### config.mk
export PLATFORM = sky130hd
export DESIGN_NAME = ctl_stage_monitor
export DESIGN_NICKNAME = d
export VERILOG_FILES = /design/src/rtl/ctsm_pkg.sv /design/src/rtl/ctsm_stage_fsm.sv /design/src/rtl/ctsm_setup_flag.sv /design/src/rtl/ctl_stage_monitor.sv
export SDC_FILE = /design/constraint.sdc
export NUM_CORES = 1
export LEC_CHECK = 0
export ABC_CLOCK_PERIOD_IN_PS = 1300
export CAP_MARGIN = 10
export CORE_AREA = 5 5 42 44
export DETAILED_ROUTE_END_ITERATION = 12
export DIE_AREA = 0 0 47 49
export PLACE_DENSITY = 0.71
export SYNTH_ARGS = -nofsm -noshare
export SYNTH_HDL_FRONTEND = slang
export SYNTH_SLANG_ARGS = --single-unit
### constraint.sdc
create_clock -name clk -period 1.3 [get_ports clk]
set_input_delay 0.195 -clock clk [delete_from_list [all_inputs] [get_ports clk]]
set_output_delay 0.195 -clock clk [all_outputs]
set_load 0.05 [all_outputs]
### src/rtl/ctsm_pkg.sv
package ctsm_pkg;

    localparam int STAGE_W = 3;
    localparam int WDATA_W = STAGE_W + 1;
    localparam int FLAG_BIT = STAGE_W;

    typedef enum logic [STAGE_W-1:0] {
        ST_IDLE    = 3'd0,
        ST_RD_DATA = 3'd1,
        ST_RD_STAT = 3'd2,
        ST_WR_DATA = 3'd3,
        ST_WR_STAT = 3'd4,
        ST_ND_STAT = 3'd5,
        ST_SEQ_ERR = 3'd6,
        ST_UNUSED  = 3'd7
    } stage_e;

    typedef struct packed {
        logic setup;
        logic setup_in;
        logic setup_data;
        logic dtok;
        logic dtok_in;
        logic stok;
        logic stok_in;
        logic done;
    } ev_t;

    function automatic stage_e setup_target(input logic dir_in, input logic has_data);
        if (dir_in)
            return ST_RD_DATA;
        else if (has_data)
            return ST_WR_DATA;
        else
            return ST_ND_STAT;
    endfunction

    function automatic stage_e after_data_tok(input stage_e cur, input logic dir_in);
        if (cur == ST_RD_DATA && dir_in)
            return ST_RD_DATA;
        else if (cur == ST_WR_DATA && !dir_in)
            return ST_WR_DATA;
        else
            return ST_SEQ_ERR;
    endfunction

    function automatic stage_e after_stat_tok(input stage_e cur, input logic dir_in);
        stage_e r;
        r = ST_SEQ_ERR;
        case (cur)
            ST_RD_DATA: if (!dir_in) r = ST_RD_STAT;
            ST_RD_STAT: if (!dir_in) r = ST_RD_STAT;
            ST_WR_DATA: if (dir_in)  r = ST_WR_STAT;
            ST_WR_STAT: if (dir_in)  r = ST_WR_STAT;
            ST_ND_STAT: if (dir_in)  r = ST_ND_STAT;
            default:                 r = ST_SEQ_ERR;
        endcase
        return r;
    endfunction

    function automatic logic is_status(input stage_e cur);
        return (cur == ST_RD_STAT) || (cur == ST_WR_STAT) || (cur == ST_ND_STAT);
    endfunction

endpackage

### src/rtl/ctsm_stage_fsm.sv
module ctsm_stage_fsm
    import ctsm_pkg::*;
(
    input  logic               clk,
    input  logic               rst,
    input  ev_t                ev,
    input  logic               sw_load,
    input  logic [STAGE_W-1:0] sw_value,
    output stage_e             cur
);
    stage_e nxt;

    always_comb begin
        nxt = cur;
        if (ev.setup)
            nxt = setup_target(ev.setup_in, ev.setup_data);
        else if (sw_load)
            nxt = stage_e'(sw_value);
        else if (ev.dtok && ev.stok)
            nxt = ST_SEQ_ERR;
        else if (ev.dtok)
            nxt = after_data_tok(cur, ev.dtok_in);
        else if (ev.stok)
            nxt = after_stat_tok(cur, ev.stok_in);
        else if (ev.done && is_status(cur))
            nxt = ST_IDLE;
    end

    always_ff @(posedge clk) begin
        if (rst)
            cur <= ST_IDLE;
        else
            cur <= nxt;
    end
endmodule

### src/rtl/ctsm_setup_flag.sv
module ctsm_setup_flag (
    input  logic clk,
    input  logic rst,
    input  logic set_ev,
    input  logic wr_en,
    input  logic wr_bit,
    output logic flag
);
    always_ff @(posedge clk) begin
        if (rst)
            flag <= 1'b0;
        else if (set_ev)
            flag <= 1'b1;
        else if (wr_en && !wr_bit)
            flag <= 1'b0;
    end
endmodule

### src/rtl/ctl_stage_monitor.sv
module ctl_stage_monitor
    import ctsm_pkg::*;
(
    input  logic               clk,
    input  logic               rst,
    input  logic               setup_pulse,
    input  logic               setup_dir_in,
    input  logic               setup_has_data,
    input  logic               data_tok,
    input  logic               data_dir_in,
    input  logic               stat_tok,
    input  logic               stat_dir_in,
    input  logic               stage_done,
    input  logic               sw_mode,
    input  logic               cpu_wr,
    input  logic [WDATA_W-1:0] cpu_wdata,
    output logic [STAGE_W-1:0] stage,
    output logic               setup_seen,
    output logic               seq_err
);
    ev_t    ev;
    stage_e cur;

    always_comb begin
        ev.setup      = setup_pulse;
        ev.setup_in   = setup_dir_in;
        ev.setup_data = setup_has_data;
        ev.dtok       = data_tok;
        ev.dtok_in    = data_dir_in;
        ev.stok       = stat_tok;
        ev.stok_in    = stat_dir_in;
        ev.done       = stage_done;
    end

    ctsm_stage_fsm i_fsm (
        .clk      (clk),
        .rst      (rst),
        .ev       (ev),
        .sw_load  (cpu_wr && sw_mode),
        .sw_value (cpu_wdata[STAGE_W-1:0]),
        .cur      (cur)
    );

    ctsm_setup_flag i_flag (
        .clk    (clk),
        .rst    (rst),
        .set_ev (setup_pulse),
        .wr_en  (cpu_wr),
        .wr_bit (cpu_wdata[FLAG_BIT]),
        .flag   (setup_seen)
    );

    assign stage   = cur;
    assign seq_err = (cur == ST_SEQ_ERR);
endmodule

* After elaboration in Yosys (flattened, before gate mapping)
Cells that the tools add are included.
** Storage, ports and cells
- Bits in registers :: 4
- Bits of input ports :: 16
- Word-level logic and storage cells :: 38
** Cells by class
- Equality and inequality tests :: 6
- Mux-type cells :: 16
- Reductions and logical operators :: 14
** Operators with widths (number)
- $mux 3 :: 11
- $eq 3x3->1 const B :: 3
- $pmux 3 s3 :: 1
- $eq 3x2->1 const B :: 2
- $logic_and 1x1->1 :: 6
- $reduce_bool 6->1 :: 1
- $mux 2 :: 2
- $reduce_or 2->1 :: 2
- $eq 3x1->1 const B :: 1
- $logic_not 1->1 :: 2
- $logic_or 1x1->1 :: 2
- $mux 1 :: 2
- $reduce_bool 2->1 :: 1

* Logic depth before layout (Yosys ltp)
Gate-level depths: netlist of run 1.
- Word-level depth :: 10
- Depth in mapped cells :: 5
- Gate-level depth less buffers :: 4

* Cells and area by module
Synthesis of run 1 repeated with hierarchy kept, for this count alone.
** Unflattened totals
- Cell total of the unflattened synthesis :: 42
- Area, all modules :: 325.3 µm²
** By module, submodules not included
- ctsm_stage_fsm :: instances 1, cells each 36, area an instance 264.0 µm², seq. area each 60.1 µm²
- ctsm_setup_flag :: instances 1, cells each 4, area an instance 46.3 µm², seq. area each 20.0 µm²
- ctl_stage_monitor :: instances 1, cells each 2, area an instance 15.0 µm², seq. area each 0.0 µm²

* Worst setup path after synthesis of run 1
Ideal clock, no wire load.
- Path kind :: reg2reg
- Start :: register i_fsm.cur[1]
- End :: register i_fsm.cur[2]
- Arrival :: 1520 ps
- Data required time :: 1178 ps
- Path slack :: -343 ps
- Stages on the path, launching flop included :: 6
- Path buffers :: 1
- Cells stage by stage :: dfxtp_1 buf_6 xnor2_1 o41a_1 o31ai_1 a21oi_1
** On the way
- Longest elaborated chain between the ends :: 8
- Elaborated cells between the ends (all ways) :: 21
- Those cells by class :: 5 x eq/ne; 8 x mux; 8 x reduce/logical
** Ends and longest elaborated chain
- from (decl) :: RTL line ctsm_stage_fsm.sv:9 : output stage_e cur
- from (signal assigned) :: RTL line ctsm_stage_fsm.sv:33 : cur <= nxt;
- $eq 3x3->1 (tied with other cells) :: RTL line ctsm_pkg.sv:50, ctsm_pkg.sv:62
- $reduce_or 2->1 (no line) / $logic_and 1x1->1 (equally long branches)
- $pmux 3 s3 / $mux 3 (equally long branches) :: RTL line ctsm_pkg.sv:50, ctsm_pkg.sv:41
- $mux 3 (on tied branches) :: RTL line ctsm_stage_fsm.sv:23, ctsm_pkg.sv:39
- $mux 3 :: RTL line ctsm_stage_fsm.sv:21 : else if (ev.dtok)
- $mux 3 :: RTL line ctsm_stage_fsm.sv:19 : else if (ev.dtok && ev.stok)
- $mux 3 :: RTL line ctsm_stage_fsm.sv:17 : else if (sw_load)
- $mux 3 :: RTL line ctsm_stage_fsm.sv:15 : if (ev.setup)
Parallel ways exist; a longest one is shown, timed or not.
A chain may end at the register's enable or synchronous reset.

* Final worst setup path of run 1
- Start :: register i_fsm.cur[2]
- End :: register i_fsm.cur[0]
The elaborated chain is that of the path after synthesis.

==> results of run 1 <==
final timing paths:
kind,start,to,slack [ns],cells after the start
setup / recovery,i_fsm.cur[2]$_SDFFE_PP0P_,i_fsm.cur[0]$_SDFFE_PP0P_,-0.008,4
hold reg to reg,i_flag.flag$_SDFFE_PP0P_,i_flag.flag$_SDFFE_PP0P_,0.59,2
hold / removal,i_flag.flag$_SDFFE_PP0P_,i_flag.flag$_SDFFE_PP0P_,0.59,2
setup reg to reg,i_fsm.cur[2]$_SDFFE_PP0P_,i_fsm.cur[0]$_SDFFE_PP0P_,-0.008,4
worst max-delay path, cell delays in order, from the launching register on:
cell and delay, ns:
dfxtp_4 0.36, and2b_2 0.26, nand4b_1 0.11, a31o_1 0.22, a221oi_2 0.26
logic make-up after synthesis:
| family | count (synthesis) | synth area share |
|---|---|---|
| simple gates | 21 | 0.313 |
| compound gates | 18 | 0.339 |
| flops | 4 | 0.184 |
| xor+xnor | 3 | 0.0776 |
| buf+inv | 3 | 0.0603 |
| mux | 1 | 0.0259 |
power by group through the flow:
stage,Clock [mW],Combinational [mW],Sequential [mW]
floorplan,0,0.105,0.184
global placement,0,0.279,0.161
detailed placement,0,0.282,0.162
CTS,0.160,0.294,0.158
global route,0.175,0.337,0.159
finish,0.156,0.320,0.157
Yosys cell counts (all sizes together), types with 2 or more instances:
library cell / n / share of area
a21oi: 7 / 0.080
a221oi: 2 / 0.055
a31oi: 2 / 0.029
and2b: 4 / 0.078
buf: 2 / 0.052
dfxtp: 4 / 0.18
nand2: 3 / 0.026
nor2: 5 / 0.043
xor2: 2 / 0.057
stage by stage:
stage / total power [mW] / util / cells / setup TNS, ns / cell area, µm²
floorplan: 0.289 / - / 50 / -0.125 / 444
global route: 0.671 / 0.611 / 101 / -0.182 / 856
detailed placement: 0.444 / 0.553 / 95 / -0.932 / 774
CTS: 0.613 / 0.583 / 99 / -0.0472 / 817
global placement: 0.440 / 0.553 / 95 / -0.826 / 774
finish: 0.634 / 0.611 / 101 / -0.00846 / 856
timing repair:
action | CTS | global route
setup buffers | 1 | 2
gates resized for setup | 13 | 7
setup endpoints to repair | 4 | 4
pin swaps | 3 | 6
metal layers:
metal  part of all wire  vias up  GRT usage  routed length, µm
li1                   -      265          -                  -
met5                  0        -          0                  0
met3              0.062        2     0.0185                106
met1               0.39      273      0.163                673
met2               0.54       20      0.244                929
met4             0.0047        0     0.0922                  8
area by class of cell:
class                      count  area (µm²)  area share
sequential                     4        91.3       0.107
tap                           16        20.0      0.0234
multi-input combinational     43         362       0.423
inverter                       1        3.75     0.00439
clock buffer                   3        22.5      0.0263
timing repair buffer          34         357       0.417
state kept, by name (all words and copies together) (netlist names):
signal	flops
i_flag.flag	1
i_fsm.cur	3
==> results_dict.tcl, run 1 <==
set metrics [dict create \
    clk_latency_ns 0.24 \
    period_share 1.01 \
    cts_buffers 3 \
    ys_types 31 \
    final_nets 103 \
    slew_headroom 0.773 \
    root_buffer "clkbuf_4" \
    timing.final.crit_period_ns 1.31 \
    core_area_mm2 0.00140 \
    synth_seq_area_share 0.184 \
    start_util 0.311 \
    clk_pin_slew_ns 0.04 \
    cts_buffer_depth 2 \
    status "complete, but fails checks" \
    final_max_slew_viol_count 0 \
    fillers 126 \
    drtIter0Drc 8 \
    cts_htree_levels 1 \
    clock.fmax_mhz 764 \
    synth_cells 50 \
    wl_per_cell_um 17.0 \
    antenna_found_initial 0 \
    whs_ns 0.588 \
    crit_path_max_fanout 6 \
    die_x_um 47 \
    grt_pass1_vias 575 \
    final_common_cell "buf_4" \
    dpl.hpwl_um 1100 \
    skew_ns 0.00248 \
    path_class "flip-flop to flip-flop" \
    drive_gt1_frac 0.459 \
    setup_slack_ns -0.00846 \
    grt_usage 0.146 \
    drcViolationCount 0 \
    drv_cap 0 \
    ys_warn_count 0 \
    grt_overflow 0 \
    synth_nets 66 \
    start_kind "flip-flop" \
    cts_tree "built" \
    pwr-share-comb 0.505 \
    layout_common_cells "10 x buf_4, 9 x clkdlybuf4s50_1, 7 x a21oi_1" \
    async_flop_share 0 \
    endpoint_kind "flip-flop" \
    dr.pass1.iters 4 \
    ctsHoldBuffers 0 \
    worstHoldPathType "flip-flop to flip-flop" \
    die_area_mm2 0.00230 \
    tightest_slew_ns 0.340 \
    ant_nets 0 \
    synth_ff_type "dfxtp_1" \
    seqPwrFrac 0.248 \
    num_antenna_cells 0 \
    violations "setup timing" \
    port_buffers 20 \
    p_int_mw 0.411 \
    worstPathArrival_ns 1.44 \
    grt_max_degree 11 \
    vias 560 \
    p_leak_nw 0.345 \
    gp_congestion 0.751 \
    final-setup-viol-count 1 \
    final-hold-violation-count 0 \
    die_h_um 49 \
    peakVddDrop_v 0.000373 \
    syn_to_final_growth_pct 96.6 \
    cp.required_ns 1.43 \
    syn_area_per_cell_um2 8.71 \
    routed_via_density 5.54 \
    pre_cts_ws_ns -0.330 \
    row_count 14 \
    drt-total-wl_um 1720 \
    grt_pass1_wl_um 2460 \
    synth_edf_count 0 \
    syn_area_um2 435 \
    pwr-share-clk 0.247 \
    swShare 0.351 \
    rsz0062_at_grt "true" \
    cts.sinks 4 \
    ioPinCount 21 \
    power.density_mw_per_mm2 741 \
    synth_seq_cells 4 \
    p_sw_mw 0.223 \
]
No activity file was read; power rests on OpenSTA's default activity.
==> run 2: changes to the inputs <==
--- a/config.mk
+++ b/config.mk
@@ -5,12 +5,13 @@
 export SDC_FILE = /design/constraint.sdc
 export NUM_CORES = 1
 export LEC_CHECK = 0
-export ABC_CLOCK_PERIOD_IN_PS = 1300
+export ABC_CLOCK_PERIOD_IN_PS = 1100
 export CAP_MARGIN = 10
-export CORE_AREA = 5 5 42 44
+export CORE_MARGIN = 5
+export CORE_UTILIZATION = 30
 export DETAILED_ROUTE_END_ITERATION = 12
-export DIE_AREA = 0 0 47 49
-export PLACE_DENSITY = 0.71
+export PLACE_DENSITY = 0.67
+export SKIP_LAST_GASP = 1
 export SYNTH_ARGS = -nofsm -noshare
 export SYNTH_HDL_FRONTEND = slang
 export SYNTH_SLANG_ARGS = --single-unit
==> constraint.sdc (replaced) <==
create_clock -name clk -period 1.1 [get_ports clk]
set_input_delay 0.165 -clock clk [delete_from_list [all_inputs] [get_ports clk]]
set_output_delay 0.165 -clock clk [all_outputs]
set_load 0.05 [all_outputs]
==> results_dict.tcl, run 2 (same netlist as run 1, synthesis figures left out) <==
set metrics [dict create \
    cts_buffers 3 \
    slew_headroom 0.804 \
    worstHoldPathType "input port to flip-flop" \
    ioPinCount 21 \
    gp_congestion 0.848 \
    clk_latency_ns 0.25 \
    rsz0062_at_grt "true" \
    start_util 0.326 \
    final-hold-violation-count 0 \
    cts_buffer_depth 2 \
    die_area_mm2 0.00231 \
    cp.required_ns 1.23 \
    stdcell_area_um2 932 \
    die_h_um 48.1 \
    skew_ns 0.000243 \
    fillers 105 \
    stdcell_count 107 \
    largest_reg_flops 3 \
    final_max_slew_viol_count 0 \
    drt-total-wl_um 1760 \
    timing.final.crit_period_ns 1.36 \
    grt_max_degree 9 \
    status "complete, but fails checks" \
    peakVddDrop_v 0.000413 \
    die_x_um 48.1 \
    port_buffers 20 \
    vias 581 \
    antenna_found_initial 0 \
    start_kind "flip-flop" \
    period_share 1.24 \
    row_count 13 \
    cts_tree "built" \
    worstPathArrival_ns 1.49 \
    final_nets 109 \
    layout_common_cells "14 x buf_4, 10 x clkdlybuf4s50_1, 7 x a21oi_1" \
    endpoint_kind "flip-flop" \
    tightest_slew_ns 0.293 \
    whs_ns 0.452 \
    num_antenna_cells 0 \
    dr.pass1.iters 4 \
    grt_overflow 0 \
    largest_register "i_fsm.cur" \
    drcViolationCount 0 \
    grt_pass1_vias 587 \
    cts_htree_levels 1 \
    p_leak_nw 0.406 \
    drive_gt1_frac 0.489 \
    setup_slack_ns -0.262 \
    ant_nets 0 \
    final_common_cell "buf_4" \
    final-setup-viol-count 7 \
    grt_pass1_wl_um 2620 \
    tns_ns -0.970 \
    core_area_mm2 0.00133 \
    root_buffer "clkbuf_4" \
    syn_to_final_growth_pct 114 \
    dpl.hpwl_um 1200 \
    grt_usage 0.171 \
    drv_cap 0 \
    post-place-cells 96 \
    drtIter0Drc 9 \
    cts.sinks 4 \
    ctsHoldBuffers 0 \
    crit_path_max_fanout 8 \
    path_class "flip-flop to flip-flop" \
    wl_per_cell_um 16.5 \
    place_area_um2 788 \
    clk_pin_slew_ns 0.04 \
    power.density_mw_per_mm2 877 \
    routed_via_density 5.43 \
    largest_registers "i_fsm.cur (3), i_flag.flag (1)" \
    clock.fmax_mhz 734 \
    violations "setup timing" \
]
==> run 2: stage by stage <==
stage / utilization / worst slack, ns / total power, mW
2_1_floorplan: - / -0.273 / 0.341
3_3_place_gp: 0.591 / -0.437 / 0.527
3_5_place_dp: 0.591 / -0.466 / 0.533
4_1_cts: 0.659 / -0.178 / 0.798
5_1_grt: 0.699 / -0.298 / 0.858
6_report: 0.699 / -0.262 / 0.818
==> run 2: critical path: stages (launching register included) <==
cell     delay (ns)
dfxtp_4        0.37
xnor2_1        0.15
o41a_1         0.36
o31ai_2        0.26
a21oi_1        0.10
==> run 2: final timing paths <==
path | startpoint | cells past startpoint | to | slack [ns]
worst max-delay path | i_fsm.cur[1]$_SDFFE_PP0P_ | 4 | i_fsm.cur[2]$_SDFFE_PP0P_ | -0.26
worst min register to register | i_flag.flag$_SDFFE_PP0P_ | 2 | i_flag.flag$_SDFFE_PP0P_ | 0.57
worst max register to register | i_fsm.cur[1]$_SDFFE_PP0P_ | 4 | i_fsm.cur[2]$_SDFFE_PP0P_ | -0.26
worst min-delay path | setup_pulse | 4 | i_flag.flag$_SDFFE_PP0P_ | 0.45
==> run 2: routing by layer <==
| layer | share of wire | track usage | wire length [µm] | vias to the layer above |
|---|---|---|---|---|
| met4 | 0.031 | 0.118 | 54 | 0 |
| li1 | - | - | - | 280 |
| met2 | 0.51 | 0.314 | 904 | 25 |
| met3 | 0.071 | 0.0369 | 126 | 5 |
| met1 | 0.38 | 0.170 | 678 | 271 |
| met5 | 0 | 0 | 0 | - |
==> run 2: area by class of cell <==
| class | count | area [µm²] | share of cell area |
|---|---|---|---|
| timing repair buffer | 40 | 432 | 0.463 |
| sequential | 4 | 91.3 | 0.0980 |
| multi-input combinational | 43 | 360 | 0.387 |
| tap | 15 | 18.8 | 0.0201 |
| clock buffer | 4 | 26.3 | 0.0282 |
| inverter | 1 | 3.75 | 0.00403 |
==> run 2: timing repair <==
action / 4_1_cts / 5_1_grt
gates resized for setup: 9 / 10
endpoints found under the setup margin: 5 / 7
buffers inserted: 5 / 2
pin swaps: 6 / 1
==> run 2: power by group <==
part | internal, mW | switching [mW]
clock | 0.137 | 0.0812
sequential | 0.159 | 0.0228
combinational | 0.233 | 0.185
